==> src/rtl/gpio_cfg_pkg.sv <==
package gpio_cfg_pkg;

    localparam int DATA_W     = 32;
    localparam int BIAS_LSB   = 0;
    localparam int BIAS_W     = 2;
    localparam int FUNC_LSB   = 2;
    localparam int FUNC_W     = 3;
    localparam int DRV_LSB    = 6;
    localparam int DRV_W      = 3;
    localparam int OE_BIT     = 9;
    localparam int IO_IN_BIT  = 0;
    localparam int IO_OUT_BIT = 1;
    localparam int NALT       = (1 << FUNC_W) - 1;
    localparam int WORD_CTL   = 0;
    localparam int WORD_IO    = 1;

    typedef enum logic [1:0] {
        ST_IDLE  = 2'd0,
        ST_WRITE = 2'd1,
        ST_READ  = 2'd2
    } bus_state_e;

    typedef enum logic [BIAS_W-1:0] {
        BIAS_NONE = 2'd0,
        BIAS_DOWN = 2'd1,
        BIAS_KEEP = 2'd2,
        BIAS_UP   = 2'd3
    } bias_e;

    typedef struct packed {
        logic              oe;
        logic [DRV_W-1:0]  drive;
        logic [FUNC_W-1:0] func;
        bias_e             bias;
    } ctl_t;

    function automatic ctl_t ctl_unpack(input logic [DATA_W-1:0] w);
        ctl_t c;
        c.oe    = w[OE_BIT];
        c.drive = w[DRV_LSB +: DRV_W];
        c.func  = w[FUNC_LSB +: FUNC_W];
        c.bias  = bias_e'(w[BIAS_LSB +: BIAS_W]);
        return c;
    endfunction

    function automatic logic [DATA_W-1:0] ctl_pack(input ctl_t c);
        logic [DATA_W-1:0] w;
        w = '0;
        w[OE_BIT]              = c.oe;
        w[DRV_LSB +: DRV_W]    = c.drive;
        w[FUNC_LSB +: FUNC_W]  = c.func;
        w[BIAS_LSB +: BIAS_W]  = c.bias;
        return w;
    endfunction

endpackage

==> src/rtl/gpio_bus_fsm.sv <==
module gpio_bus_fsm
    import gpio_cfg_pkg::*;
#(
    parameter int ADDR_W = 12
) (
    input  logic              clk,
    input  logic              rst_n,
    input  logic              bus_valid,
    input  logic              bus_write,
    input  logic [ADDR_W-1:0] bus_addr,
    input  logic [DATA_W-1:0] bus_wdata,
    output logic              bus_ready,
    output logic              bus_rvalid,
    output logic              cmd_wr,
    output logic [ADDR_W-1:0] cmd_addr,
    output logic [DATA_W-1:0] cmd_wdata
);

    bus_state_e state_q, state_d;
    logic       accept;

    assign accept = bus_valid && (state_q == ST_IDLE);

    always_comb begin
        state_d = state_q;
        unique case (state_q)
            ST_IDLE:  if (bus_valid) state_d = bus_write ? ST_WRITE : ST_READ;
            ST_WRITE: state_d = ST_IDLE;
            ST_READ:  state_d = ST_IDLE;
            default:  state_d = ST_IDLE;
        endcase
    end

    always_ff @(posedge clk or negedge rst_n) begin
        if (!rst_n) begin
            state_q   <= ST_IDLE;
            cmd_addr  <= '0;
            cmd_wdata <= '0;
        end else begin
            state_q <= state_d;
            if (accept) begin
                cmd_addr  <= bus_addr;
                cmd_wdata <= bus_wdata;
            end
        end
    end

    always_comb begin
        bus_ready  = 1'b0;
        bus_rvalid = 1'b0;
        cmd_wr     = 1'b0;
        unique case (state_q)
            ST_IDLE:  bus_ready  = 1'b1;
            ST_WRITE: cmd_wr     = 1'b1;
            ST_READ:  bus_rvalid = 1'b1;
            default:  bus_ready  = 1'b0;
        endcase
    end


    busy_after_accept_chk: assert property (@(posedge clk) disable iff (!rst_n)
        accept |=> !bus_ready);


    rvalid_after_read_chk: assert property (@(posedge clk) disable iff (!rst_n)
        (accept && !bus_write) |=> bus_rvalid);


    one_action_chk: assert property (@(posedge clk) disable iff (!rst_n)
        $onehot0({bus_rvalid, cmd_wr}));

endmodule

==> src/rtl/gpio_addr_map.sv <==
module gpio_addr_map
    import gpio_cfg_pkg::*;
#(
    parameter int              ADDR_W    = 12,
    parameter int              NPINS     = 8,
    parameter logic [ADDR_W-1:0] HOLD_ADDR = 12'h820
) (
    input  logic [ADDR_W-1:0]                        addr,
    output logic [(NPINS > 1 ? $clog2(NPINS) : 1)-1:0] pin_sel,
    output logic                                     hit_ctl,
    output logic                                     hit_io,
    output logic                                     hit_hold
);

    localparam int                PIN_W     = (NPINS > 1) ? $clog2(NPINS) : 1;
    localparam int                FIELD_W   = ADDR_W - 4;
    localparam logic [FIELD_W-1:0] PIN_LIMIT = FIELD_W'(NPINS);

    logic [FIELD_W-1:0] pin_field;
    logic [1:0]         word_sel;
    logic               aligned;
    logic               in_pins;

    assign pin_field = addr[ADDR_W-1:4];
    assign word_sel  = addr[3:2];
    assign aligned   = (addr[1:0] == 2'b00);
    assign in_pins   = aligned && (pin_field < PIN_LIMIT);
    assign pin_sel   = pin_field[PIN_W-1:0];
    assign hit_ctl   = in_pins && (word_sel == 2'(WORD_CTL));
    assign hit_io    = in_pins && (word_sel == 2'(WORD_IO));
    assign hit_hold  = (addr == HOLD_ADDR);


    single_target_chk: assert final ($onehot0({hit_ctl, hit_io, hit_hold}));

endmodule

==> src/rtl/gpio_pin_slot.sv <==
module gpio_pin_slot
    import gpio_cfg_pkg::*;
(
    input  logic              clk,
    input  logic              rst_n,
    input  logic              wr_ctl,
    input  logic              wr_io,
    input  logic [DATA_W-1:0] wdata,
    input  logic              pin_in,
    input  logic [NALT-1:0]   alt_out,
    input  logic [NALT-1:0]   alt_oe,
    output logic [DATA_W-1:0] ctl_word,
    output logic [DATA_W-1:0] io_word,
    output logic              pad_out,
    output logic              pad_oe,
    output logic [DRV_W-1:0]  pad_drive,
    output logic [BIAS_W-1:0] pad_bias
);

    ctl_t              ctl_q;
    logic              out_q;
    logic [1:0]        sync_q;
    logic [FUNC_W-1:0] alt_idx;

    always_ff @(posedge clk or negedge rst_n) begin
        if (!rst_n) begin
            ctl_q  <= '0;
            out_q  <= 1'b0;
            sync_q <= '0;
        end else begin
            if (wr_ctl) ctl_q <= ctl_unpack(wdata);
            if (wr_io)  out_q <= wdata[IO_OUT_BIT];
            sync_q <= {sync_q[0], pin_in};
        end
    end

    assign alt_idx = ctl_q.func - FUNC_W'(1);

    always_comb begin
        if (ctl_q.func == '0) begin
            pad_out = out_q;
            pad_oe  = ctl_q.oe;
        end else begin
            pad_out = alt_out[alt_idx];
            pad_oe  = alt_oe[alt_idx];
        end
    end

    assign pad_drive = ctl_q.drive;
    assign pad_bias  = ctl_q.bias;
    assign ctl_word  = ctl_pack(ctl_q);

    always_comb begin
        io_word             = '0;
        io_word[IO_IN_BIT]  = sync_q[1];
        io_word[IO_OUT_BIT] = out_q;
    end

    logic [1:0] sync_age;
    always_ff @(posedge clk or negedge rst_n) begin
        if (!rst_n)              sync_age <= '0;
        else if (sync_age != 2'd2) sync_age <= sync_age + 2'd1;
    end


    two_flop_delay_chk: assert property (@(posedge clk) disable iff (!rst_n)
        (sync_age == 2'd2) |-> (io_word[IO_IN_BIT] == $past(pin_in, 2)));


    ctl_hold_chk: assert property (@(posedge clk) disable iff (!rst_n)
        !wr_ctl |=> $stable(ctl_word));


    out_hold_chk: assert property (@(posedge clk) disable iff (!rst_n)
        !wr_io |=> $stable(io_word[IO_OUT_BIT]));

endmodule

==> src/rtl/gpio_pin_bank.sv <==
module gpio_pin_bank
    import gpio_cfg_pkg::*;
#(
    parameter int                ADDR_W    = 12,
    parameter int                NPINS     = 8,
    parameter logic [ADDR_W-1:0] HOLD_ADDR = 12'h820
) (
    input  logic                    clk,
    input  logic                    rst_n,
    input  logic                    bus_valid,
    input  logic                    bus_write,
    input  logic [ADDR_W-1:0]       bus_addr,
    input  logic [DATA_W-1:0]       bus_wdata,
    output logic                    bus_ready,
    output logic                    bus_rvalid,
    output logic [DATA_W-1:0]       bus_rdata,
    input  logic [NPINS-1:0]        pin_in,
    input  logic [NPINS*NALT-1:0]   alt_out,
    input  logic [NPINS*NALT-1:0]   alt_oe,
    output logic [NPINS-1:0]        pad_out,
    output logic [NPINS-1:0]        pad_oe,
    output logic [NPINS*DRV_W-1:0]  pad_drive,
    output logic [NPINS*BIAS_W-1:0] pad_bias,
    output logic                    power_keep
);

    localparam int PIN_W = (NPINS > 1) ? $clog2(NPINS) : 1;

    logic              cmd_wr;
    logic [ADDR_W-1:0] cmd_addr;
    logic [DATA_W-1:0] cmd_wdata;
    logic [PIN_W-1:0]  pin_sel;
    logic              hit_ctl, hit_io, hit_hold;
    logic              hold_q;
    logic [DATA_W-1:0] ctl_words [NPINS];
    logic [DATA_W-1:0] io_words  [NPINS];

    gpio_bus_fsm #(.ADDR_W(ADDR_W)) u_fsm (
        .clk        (clk),
        .rst_n      (rst_n),
        .bus_valid  (bus_valid),
        .bus_write  (bus_write),
        .bus_addr   (bus_addr),
        .bus_wdata  (bus_wdata),
        .bus_ready  (bus_ready),
        .bus_rvalid (bus_rvalid),
        .cmd_wr     (cmd_wr),
        .cmd_addr   (cmd_addr),
        .cmd_wdata  (cmd_wdata)
    );

    gpio_addr_map #(.ADDR_W(ADDR_W), .NPINS(NPINS), .HOLD_ADDR(HOLD_ADDR)) u_map (
        .addr     (cmd_addr),
        .pin_sel  (pin_sel),
        .hit_ctl  (hit_ctl),
        .hit_io   (hit_io),
        .hit_hold (hit_hold)
    );

    for (genvar p = 0; p < NPINS; p++) begin : g_pin
        logic sel_me;
        assign sel_me = (pin_sel == PIN_W'(p));

        gpio_pin_slot u_slot (
            .clk       (clk),
            .rst_n     (rst_n),
            .wr_ctl    (cmd_wr && hit_ctl && sel_me),
            .wr_io     (cmd_wr && hit_io && sel_me),
            .wdata     (cmd_wdata),
            .pin_in    (pin_in[p]),
            .alt_out   (alt_out[p*NALT +: NALT]),
            .alt_oe    (alt_oe[p*NALT +: NALT]),
            .ctl_word  (ctl_words[p]),
            .io_word   (io_words[p]),
            .pad_out   (pad_out[p]),
            .pad_oe    (pad_oe[p]),
            .pad_drive (pad_drive[p*DRV_W +: DRV_W]),
            .pad_bias  (pad_bias[p*BIAS_W +: BIAS_W])
        );
    end

    always_ff @(posedge clk or negedge rst_n) begin
        if (!rst_n)                    hold_q <= 1'b1;
        else if (cmd_wr && hit_hold)   hold_q <= cmd_wdata[0];
    end

    assign power_keep = hold_q;

    always_comb begin
        bus_rdata = '0;
        if (bus_rvalid) begin
            if (hit_ctl)       bus_rdata = ctl_words[pin_sel];
            else if (hit_io)   bus_rdata = io_words[pin_sel];
            else if (hit_hold) bus_rdata = {{(DATA_W-1){1'b0}}, hold_q};
        end
    end


    keep_drop_chk: assert property (@(posedge clk) disable iff (!rst_n)
        $fell(power_keep) |-> $past(cmd_wr && hit_hold));


    quiet_rdata_chk: assert property (@(posedge clk) disable iff (!rst_n)
        !bus_rvalid |-> (bus_rdata == '0));

endmodule

==> config.mk <==
export PLATFORM = sky130hd
export DESIGN_NAME = gpio_pin_bank
export DESIGN_NICKNAME = d
export VERILOG_FILES = /design/src/rtl/gpio_cfg_pkg.sv /design/src/rtl/gpio_bus_fsm.sv /design/src/rtl/gpio_addr_map.sv /design/src/rtl/gpio_pin_slot.sv /design/src/rtl/gpio_pin_bank.sv
export SDC_FILE = /design/constraint.sdc
export NUM_CORES = 1
export LEC_CHECK = 0
export BUFFER_PORTS_ARGS = -buffer_cell sky130_fd_sc_hd__buf_2
export CORE_ASPECT_RATIO = 1.4
export CORE_MARGIN = 8
export CORE_UTILIZATION = 63
export DETAILED_ROUTE_END_ITERATION = 10
export GPL_TIMING_DRIVEN = 0
export PLACE_DENSITY = 0.92
export SLEW_MARGIN = 20
export SYNTH_ARGS = -nofsm -noshare
export SYNTH_HDL_FRONTEND = slang
export SYNTH_HIERARCHICAL = 1
export SYNTH_SLANG_ARGS = --single-unit
==> constraint.sdc <==
create_clock -name clk -period 5.24 [get_ports clk]
set_input_delay 1.572 -clock clk [delete_from_list [all_inputs] [get_ports clk]]
set_output_delay 1.572 -clock clk [all_outputs]
set_load 0.05 [all_outputs]
==> out/qor.yml, run 1 <==
timing:
  rsz0062_at_grt: "false"
  tns_ns: 0
  hold_violations: 0
  tightest_slew_ns: 1.15
  max_freq_mhz: 197
  clock-skew-final_ns: 0.0121
  slew_headroom_pct: 22.8
  hold_ws_ns: 0.348
  period_share_pct: 96.8
  layout_min_cycle_time_ns: 5.07
  finalSetupViolCount: 0
  slew_violations: 0
power_and_ir_drop:
  ir_drop_v: 0.000260
  leakage_uw: 0.00925
  power_density_nw_per_um2: 201
detailed_routing:
  antenna_left: 0
  routed_via_density: 5.14
  wl_per_cell_microns: 18.7
  dr.pass1.iters: 5
  initialDrtViolationCount: 733
  wl_microns: 40200
  vias: 11000
  drc_errors: 0
layout:
  nFillCells: 1214
  multi_input_area_sq_um: 8020
  drive_above_1_share_pct: 53.4
  ff_latch_area_sq_um: 3000
  n_antenna_cell: 0
  layout.nets: 2057
  finish.utilization_pct: 81.0
  syn_to_final_growth_pct: 26.3
floorplanning:
  rows: 63
  core_sq_um: 21200
  die-height_microns: 190
  start_util_pct: 64.1
  die_area_sq_um: 26600
  chipWidth_microns: 140
  num_io_pins: 259
cts:
  cts_root_buf: "clkbuf_16"
  clk_path_buf_depth: 2
  cts_tree: "yes"
  cts.clk_slew.worst_paths_ns: 0.06
  cts_buffers: 17
  clkSinkCount: 120
  htree_levels: 4
  clock_latency_ns: 0.43
  post_cts_buffers: 0
yosys:
  syn_avg_cell_area_sq_um: 11.1
  synth_warnings: 6
  syn_inst: 1225
  synth_area_sq_um: 13600
critical_path:
  r2r_start: "u_fsm/cmd_addr[1]"
  worstRegToRegCells: 6
  reg2reg_to: "g_pin[4].u_slot/ctl_word[9]"
  critical_path_class: "reg2out"
  crit_fanout: 10
  critPathArrivalTime_ns: 3.50
  required_ns: 3.67
  reg2reg_setup_slack_ns: 2.38
  endpoint_kind: "primary output"
  start_kind: "flip-flop"
global_routing:
  grt_pass1_vias: 12000
  antenna_found_initial: 0
  grtUsageTotal_pct: 29.9
  grt_pass1_wl_microns: 60900
  grt_max_degree: 74
  overflow: 0
worst_hold_path:
  min_from: "g_pin[0].u_slot/sync_q[0]"
  hold_path.class: "reg2reg"
  holdPathStages: 0
  min_to: "g_pin[0].u_slot/sync_q[1]"
outcome:
  status: "completed"
place:
  gp_congestion: 0.840
  post-dp-hpwl_microns: 28100
  io_buffers: 212
job:
  cap_violations: 0
[cells in the final DEF, fill, tap and decap left out, types with 2 or more instances in the layout]
master      count
conb_1        424
a22oi_1        31
nor3_1          5
buf_4         483
nand3b_1        2
mux4_1          8
mux2_2         70
o31ai_1        16
mux2i_1        31
buf_6          16
clkbuf_2        3
mux2_4         16
buf_2         242
xnor2_1         8
mux2_1         16
inv_8           2
inv_6           8
buf_12          3
nand2_1        37
clkbuf_16      17
clkinv_4        2
nand3_1         3
o21ai_1        47
nor2_1         29
buf_1           2
a31oi_1         2
nor2b_1        19
a221oi_1       16
xor2_1          8
mux4_2        136
ha_1           16
clkinvlp_4      2
inv_1          18
nand2b_1        3
dfrtp_1       119
clkbuf_1       11
[sequential cells by signal, summed over array words and instances (netlist names)]
register                flops
g_pin.u_slot/ctl_word      32
g_pin.u_slot/pad_drive     24
g_pin.u_slot/pad_bias      16
g_pin.u_slot/sync_q        16
u_fsm/cmd_addr             12
u_fsm/cmd_wdata             9
g_pin.u_slot/out_q          8
u_fsm/state_q               2
power_keep                  1
[area by class of cell]
class / instances / share of cell area (%)
Timing Repair Buffer: 213 / 6.38
Inverter: 18 / 0.394
Clock inverter: 15 / 0.904
Tap cell: 260 / 1.90
Multi-Input combinational cell: 955 / 46.7
Buffer: 548 / 23.7
Sequential cell: 120 / 17.5
Clock buffer: 17 / 2.48
[routing by layer]
layer	part of all wire, %	GRT usage (%)	wire (microns)
met1	33	28.9	13200
met2	54	56.0	21800
met3	6.3	5.34	2550
met4	6.7	21.7	2700
met5	0	0	0
[stage by stage]
stage,area (sq um),setup WS (ns),instances,total power (uW)
floorplan,15100,0.630,1641,1980
global placement,16500,0.385,2113,2160
detailed placement,16600,0.228,2114,2190
CTS,17200,0.0780,2146,3370
global route,17200,0.110,2146,3570
finish,17200,0.166,2146,3450
[worst max path at each step]
stage / start / to / slack, ns / cells after the start
finish: u_fsm/cmd_addr[1] / bus_rdata[2] / 0.17 / 8
global route: u_fsm/cmd_addr[1] / bus_rdata[2] / 0.11 / 8
CTS: u_fsm/cmd_addr[7] / bus_rdata[9] / 0.08 / 8
detailed placement: u_fsm/cmd_addr[7] / bus_rdata[2] / 0.23 / 8
global placement: u_fsm/cmd_addr[7] / bus_rdata[2] / 0.39 / 8
floorplan: alt_oe[2] / pad_oe[0] / 0.63 / 3
[report_power, final]
| part | switching (uW) | internal [uW] | total, uW |
|---|---|---|---|
| logic | 515 | 714 | 1230 |
| clock network | 518 | 672 | 1190 |
| registers | 62.2 | 964 | 1030 |
[worst max-delay path, stage by stage, from the launching register on]
cell      delay [ns]
dfrtp_1         0.40
or4_1           0.62
nor3_4          0.35
and3_1          0.28
buf_1           0.21
clkbuf_2        0.36
a22oi_1         0.19
o21ai_1         0.30
buf_2           0.36
[repair_timing]
item,in CTS,in global routing
resized for setup,3,5
hold buffers,0,0
endpoints found under the setup margin,8,3
pin swaps,0,0
cloned,0,0
(Power assumes the default switching activity.)
==> run 2, diff against run 1 <==
- MAX_ROUTING_LAYER: not set -> met4
==> out/qor.yml, run 2 (synthesis results as in run 1) <==
critical_path:
  start_kind: "flip-flop"
  path_buf_inv: 3
  required_ns: 3.67
  crit_chain: "or4_1 > nor3_4 > and3_1 > buf_1 > clkbuf_2 > a22oi_1 > o21ai_1 > buf_2"
  endpoint_kind: "primary output"
  slowest_delay_ns: 0.62
  reg2reg_setup_slack_ns: 2.41
  worst-path-stages: 8
  startpoint: "u_fsm/cmd_addr[1]"
  crit_end: "bus_rdata[2]"
  critPathArrivalTime_ns: 3.49
  critPathSlowestCell: "or4_1"
  worstRegToRegCells: 6
  critical_path_class: "reg2out"
  crit_fanout: 10
  r2r_start: "u_fsm/cmd_addr[1]"
  timing.critical_path.max_delay_family: "simple AND/OR/NAND/NOR gates"
  reg2reg_to: "g_pin[4].u_slot/ctl_word[9]"
place:
  io_buffers: 212
  gp_congestion: 0.853
  post-dp-hpwl_microns: 28100
  placed_area_sq_um: 16600
cts:
  clkSinkCount: 120
  clock_latency_ns: 0.44
  clk_path_buf_depth: 2
  cts.clk_slew.worst_paths_ns: 0.06
  cts_root_buf: "clkbuf_16"
  cts_tree: "yes"
  htree_levels: 4
  cts_buffers: 17
  post_cts_buffers: 0
layout:
  final_cell_mix: "buf_4, conb_1, buf_2"
  final_common_cell: "buf_4"
  largest_reg_flops: 32
  syn_to_final_growth_pct: 26.4
  drive_above_1_share_pct: 53.4
  design_area_sq_um: 17200
  layout.nets: 2057
  finish.utilization_pct: 81.0
floorplanning:
  rows: 63
  die-height_microns: 190
  num_io_pins: 259
  chipWidth_microns: 140
  die_area_sq_um: 26600
  start_util_pct: 64.1
  core_sq_um: 21200
detailed_routing:
  antenna_left: 0
  vias: 11000
  drc_errors: 0
  dr.pass1.iters: 7
  routed_via_density: 5.11
  initialDrtViolationCount: 752
  wl_per_cell_microns: 18.7
  wl_microns: 40300
timing:
  slew_violations: 0
  tightest_slew_ns: 1.10
  finalSetupViolCount: 0
  slew_headroom_pct: 25.9
  clock-skew-final_ns: 0.0132
  layout_min_cycle_time_ns: 5.06
  rsz0062_at_grt: "false"
  period_share_pct: 96.6
  hold_violations: 0
  tns_ns: 0
  max_freq_mhz: 198
global_routing:
  grt_max_degree: 74
  antenna_found_initial: 2
  grt_pass1_vias: 12000
  overflow: 0
  grtUsageTotal_pct: 30.6
  grt_pass1_wl_microns: 60700
worst_hold_path:
  hold_path.class: "reg2reg"
power_and_ir_drop:
  pwr-share-clk_pct: 34.4
  switching_share_pct: 31.7
  power_frac_comb_pct: 35.8
  power_uw: 3440
  power_density_nw_per_um2: 200
  p_switching_uw: 1090
  internal_power_uw: 2350
  leakage_uw: 0.00925
  ir_drop_v: 0.000258
  seqPwrFrac_pct: 29.8
outcome:
  status: "completed"
job:
  cap_violations: 0
-- run 2: area by class of cell --
type / instances / area (sq um)
fill: 1212 / 4030
antenna: 2 / 5.00
tap: 260 / 325
buffer: 548 / 4070
sequential: 120 / 3000
inverter: 18 / 67.6
multi-input combinational: 955 / 8020
clock buffer: 17 / 425
timing repair buffer: 213 / 1090
clock inverter: 15 / 155
-- run 2: power by group through the flow --
| stage | clock network [uW] | logic, uW | registers, uW |
|---|---|---|---|
| after CTS | 1180 | 1160 | 1020 |
| after global routing | 1230 | 1310 | 1030 |
| after global placement | 0 | 1130 | 1030 |
| after floorplan | 0 | 965 | 1010 |
| after detailed placement | 0 | 1150 | 1030 |
| final | 1180 | 1230 | 1030 |
-- run 2: per-stage QoR --
| step | hold WS [ns] | instances | worst slack (ns) |
|---|---|---|---|
| 6_report | 0.348 | 2148 | 0.180 |
| 5_1_grt | 0.351 | 2148 | 0.127 |
| 3_3_place_gp | 0.334 | 2113 | 0.385 |
| 3_5_place_dp | 0.335 | 2114 | 0.228 |
| 2_1_floorplan | 0.331 | 1641 | 0.630 |
| 4_1_cts | 0.349 | 2146 | 0.0780 |
-- run 2: worst min path at each step --
stage | start | endpoint | slack, ns | cells past startpoint
floorplan | g_pin[0].u_slot/sync_q[0] | g_pin[0].u_slot/sync_q[1] | 0.33 | 0
global placement | g_pin[4].u_slot/sync_q[0] | g_pin[4].u_slot/sync_q[1] | 0.33 | 0
detailed placement | g_pin[4].u_slot/sync_q[0] | g_pin[4].u_slot/sync_q[1] | 0.33 | 0
CTS | g_pin[4].u_slot/sync_q[0] | g_pin[4].u_slot/sync_q[1] | 0.35 | 0
global route | g_pin[7].u_slot/sync_q[0] | g_pin[7].u_slot/sync_q[1] | 0.35 | 0
finish | g_pin[0].u_slot/sync_q[0] | g_pin[0].u_slot/sync_q[1] | 0.35 | 0
-- run 2: what timing repair did --
action / in CTS / in global routing
hold buffers: 0 / 0
setup endpoints to repair: 8 / 3
resized for setup: 3 / 5
hold endpoints to repair: 0 / 0
-- run 2: routing by layer --
layer	routed length, microns	GRT usage [%]	up-vias	part of all wire (%)
li1	-	-	4820	-
met1	13400	29.1	5375	33
met2	21900	56.1	586	54
met3	2320	4.61	195	5.8
met4	2640	21.2	0	6.5
met5	0	-	-	0
==> run 3, diff against run 2 <==
- CORE_UTILIZATION: 63 -> 28
- PLACE_DENSITY: 0.92 -> 0.49
==> out/qor.yml, run 3 (synthesis results as in run 1) <==
cts:
  post_cts_buffers: 0
  htree_levels: 4
  cts.clk_slew.worst_paths_ns: 0.06
  cts_root_buf: "clkbuf_16"
  clkSinkCount: 120
  cts_buffers: 17
  clk_path_buf_depth: 2
  cts_tree: "yes"
  clock_latency_ns: 0.43
detailed_routing:
  vias: 9632
  initialDrtViolationCount: 336
  wl_microns: 37700
  dr.pass1.iters: 4
  wl_per_cell_microns: 15.0
  antenna_left: 0
  routed_via_density: 3.83
  drc_errors: 0
critical_path:
  endpoint_kind: "primary output"
  critical_path_class: "reg2out"
  path_buf_inv: 3
  start_kind: "flip-flop"
  timing.critical_path.max_delay_family: "simple AND/OR/NAND/NOR gates"
  crit_chain: "or4_4 > nor3_2 > and3_1 > buf_1 > buf_1 > a22oi_1 > o21ai_1 > buf_2"
  reg2reg_setup_slack_ns: 2.41
  crit_fanout: 10
  slowest_delay_ns: 0.56
  worst-path-stages: 8
  worstRegToRegCells: 6
  critPathSlowestCell: "or4_4"
  critPathArrivalTime_ns: 3.56
  required_ns: 3.67
  critical_path.most_common_cell: "buf_1"
timing:
  period_share_pct: 97.9
  max_freq_mhz: 195
  rsz0062_at_grt: "true"
  clock-skew-final_ns: 0.0122
  tightest_slew_ns: 1.26
  finalSetupViolCount: 0
  layout_min_cycle_time_ns: 5.13
  hold_ws_ns: 0.348
  slew_headroom_pct: 15.5
  slew_violations: 0
  hold_violations: 0
layout:
  syn_to_final_growth_pct: 30.0
  ff_latch_area_sq_um: 3000
  final_common_cell: "buf_4"
  final_cell_mix: "buf_4, conb_1, buf_2"
  drive_above_1_share_pct: 53.3
  largest_reg_flops: 32
  design_area_sq_um: 17700
  nFillCells: 4956
  layout.nets: 2057
  multi_input_area_sq_um: 8010
floorplanning:
  core_sq_um: 48000
  die_area_sq_um: 55900
  rows: 95
  start_util_pct: 28.3
  num_io_pins: 259
  chipWidth_microns: 202
  die-height_microns: 277
power_and_ir_drop:
  power_density_nw_per_um2: 195
  leakage_uw: 0.00926
  ir_drop_v: 0.000220
global_routing:
  grtUsageTotal_pct: 14.1
  grt_pass1_vias: 10400
  grt_max_degree: 76
  grt_pass1_wl_microns: 58700
  antenna_found_initial: 1
  overflow: 0
outcome:
  status: "completed"
place:
  gp_congestion: 0.765
  io_buffers: 212
  placed_area_sq_um: 17000
  post-dp-hpwl_microns: 30700
job:
  cap_violations: 0
worst_hold_path:
  hold_path.class: "reg2reg"
  holdPathStages: 0
run 3: path summary, 6_finish.rpt:
check                                               start                      endpoint
worst max-delay path                    u_fsm/cmd_addr[7]                  bus_rdata[6]
worst min-delay path            g_pin[2].u_slot/sync_q[0]     g_pin[2].u_slot/sync_q[1]
worst max register to register          u_fsm/cmd_addr[7]  g_pin[4].u_slot/pad_drive[0]
worst min register to register  g_pin[2].u_slot/sync_q[0]     g_pin[2].u_slot/sync_q[1]
max in group asynchronous                           rst_n   g_pin[7].u_slot/ctl_word[2]
min in group asynchronous                           rst_n             u_fsm/cmd_addr[1]
run 3: final cells by class:
class / count / share of cell area (%)
multi-input cells: 955 / 45.4
plain buffers: 548 / 23.1
flip-flops and latches: 120 / 17.0
repair buffers: 213 / 6.20
well taps: 630 / 4.46
clock buffers: 17 / 2.41
clock inverters: 15 / 1.08
inverters: 18 / 0.383
diodes: 1 / 0.0142
run 3: timing repair:
action                     4_1_cts  5_1_grt
resized for setup                4        1
gates cloned                     0        0
hold buffers                     0        0
setup endpoints to repair        8        2
run 3: routing by layer:
| layer | vias up | global-route usage (%) | part of all wire, % |
|---|---|---|---|
| li1 | 4821 | - | - |
| met1 | 4603 | 15.2 | 40 |
| met2 | 175 | 26.5 | 56 |
| met3 | 33 | 1.69 | 2.5 |
| met4 | 0 | 4.04 | 2.2 |
| met5 | - | - | 0 |
run 3: where the power goes:
| group | total, uW | internal (uW) | switching (uW) | leakage (uW) |
|---|---|---|---|---|
| clock | 1230 | 758 | 474 | 0.000297 |
| sequential | 1020 | 965 | 57.7 | 0.00159 |
| combinational | 1190 | 712 | 480 | 0.00738 |
run 3: through the flow:
stage / setup TNS (ns) / utilization, % / setup WS (ns) / cells / total power, uW
after floorplan: 0 / - / 0.630 / 1641 / 1980
after global placement: 0 / 35.4 / 0.0341 / 2483 / 2210
after detailed placement: -0.0105 / 35.5 / -0.0105 / 2484 / 2220
after CTS: 0 / 36.8 / 0.0479 / 2516 / 3470
after global routing: -0.177 / 36.8 / -0.0887 / 2517 / 3640
final: 0 / 36.8 / 0.113 / 2517 / 3450
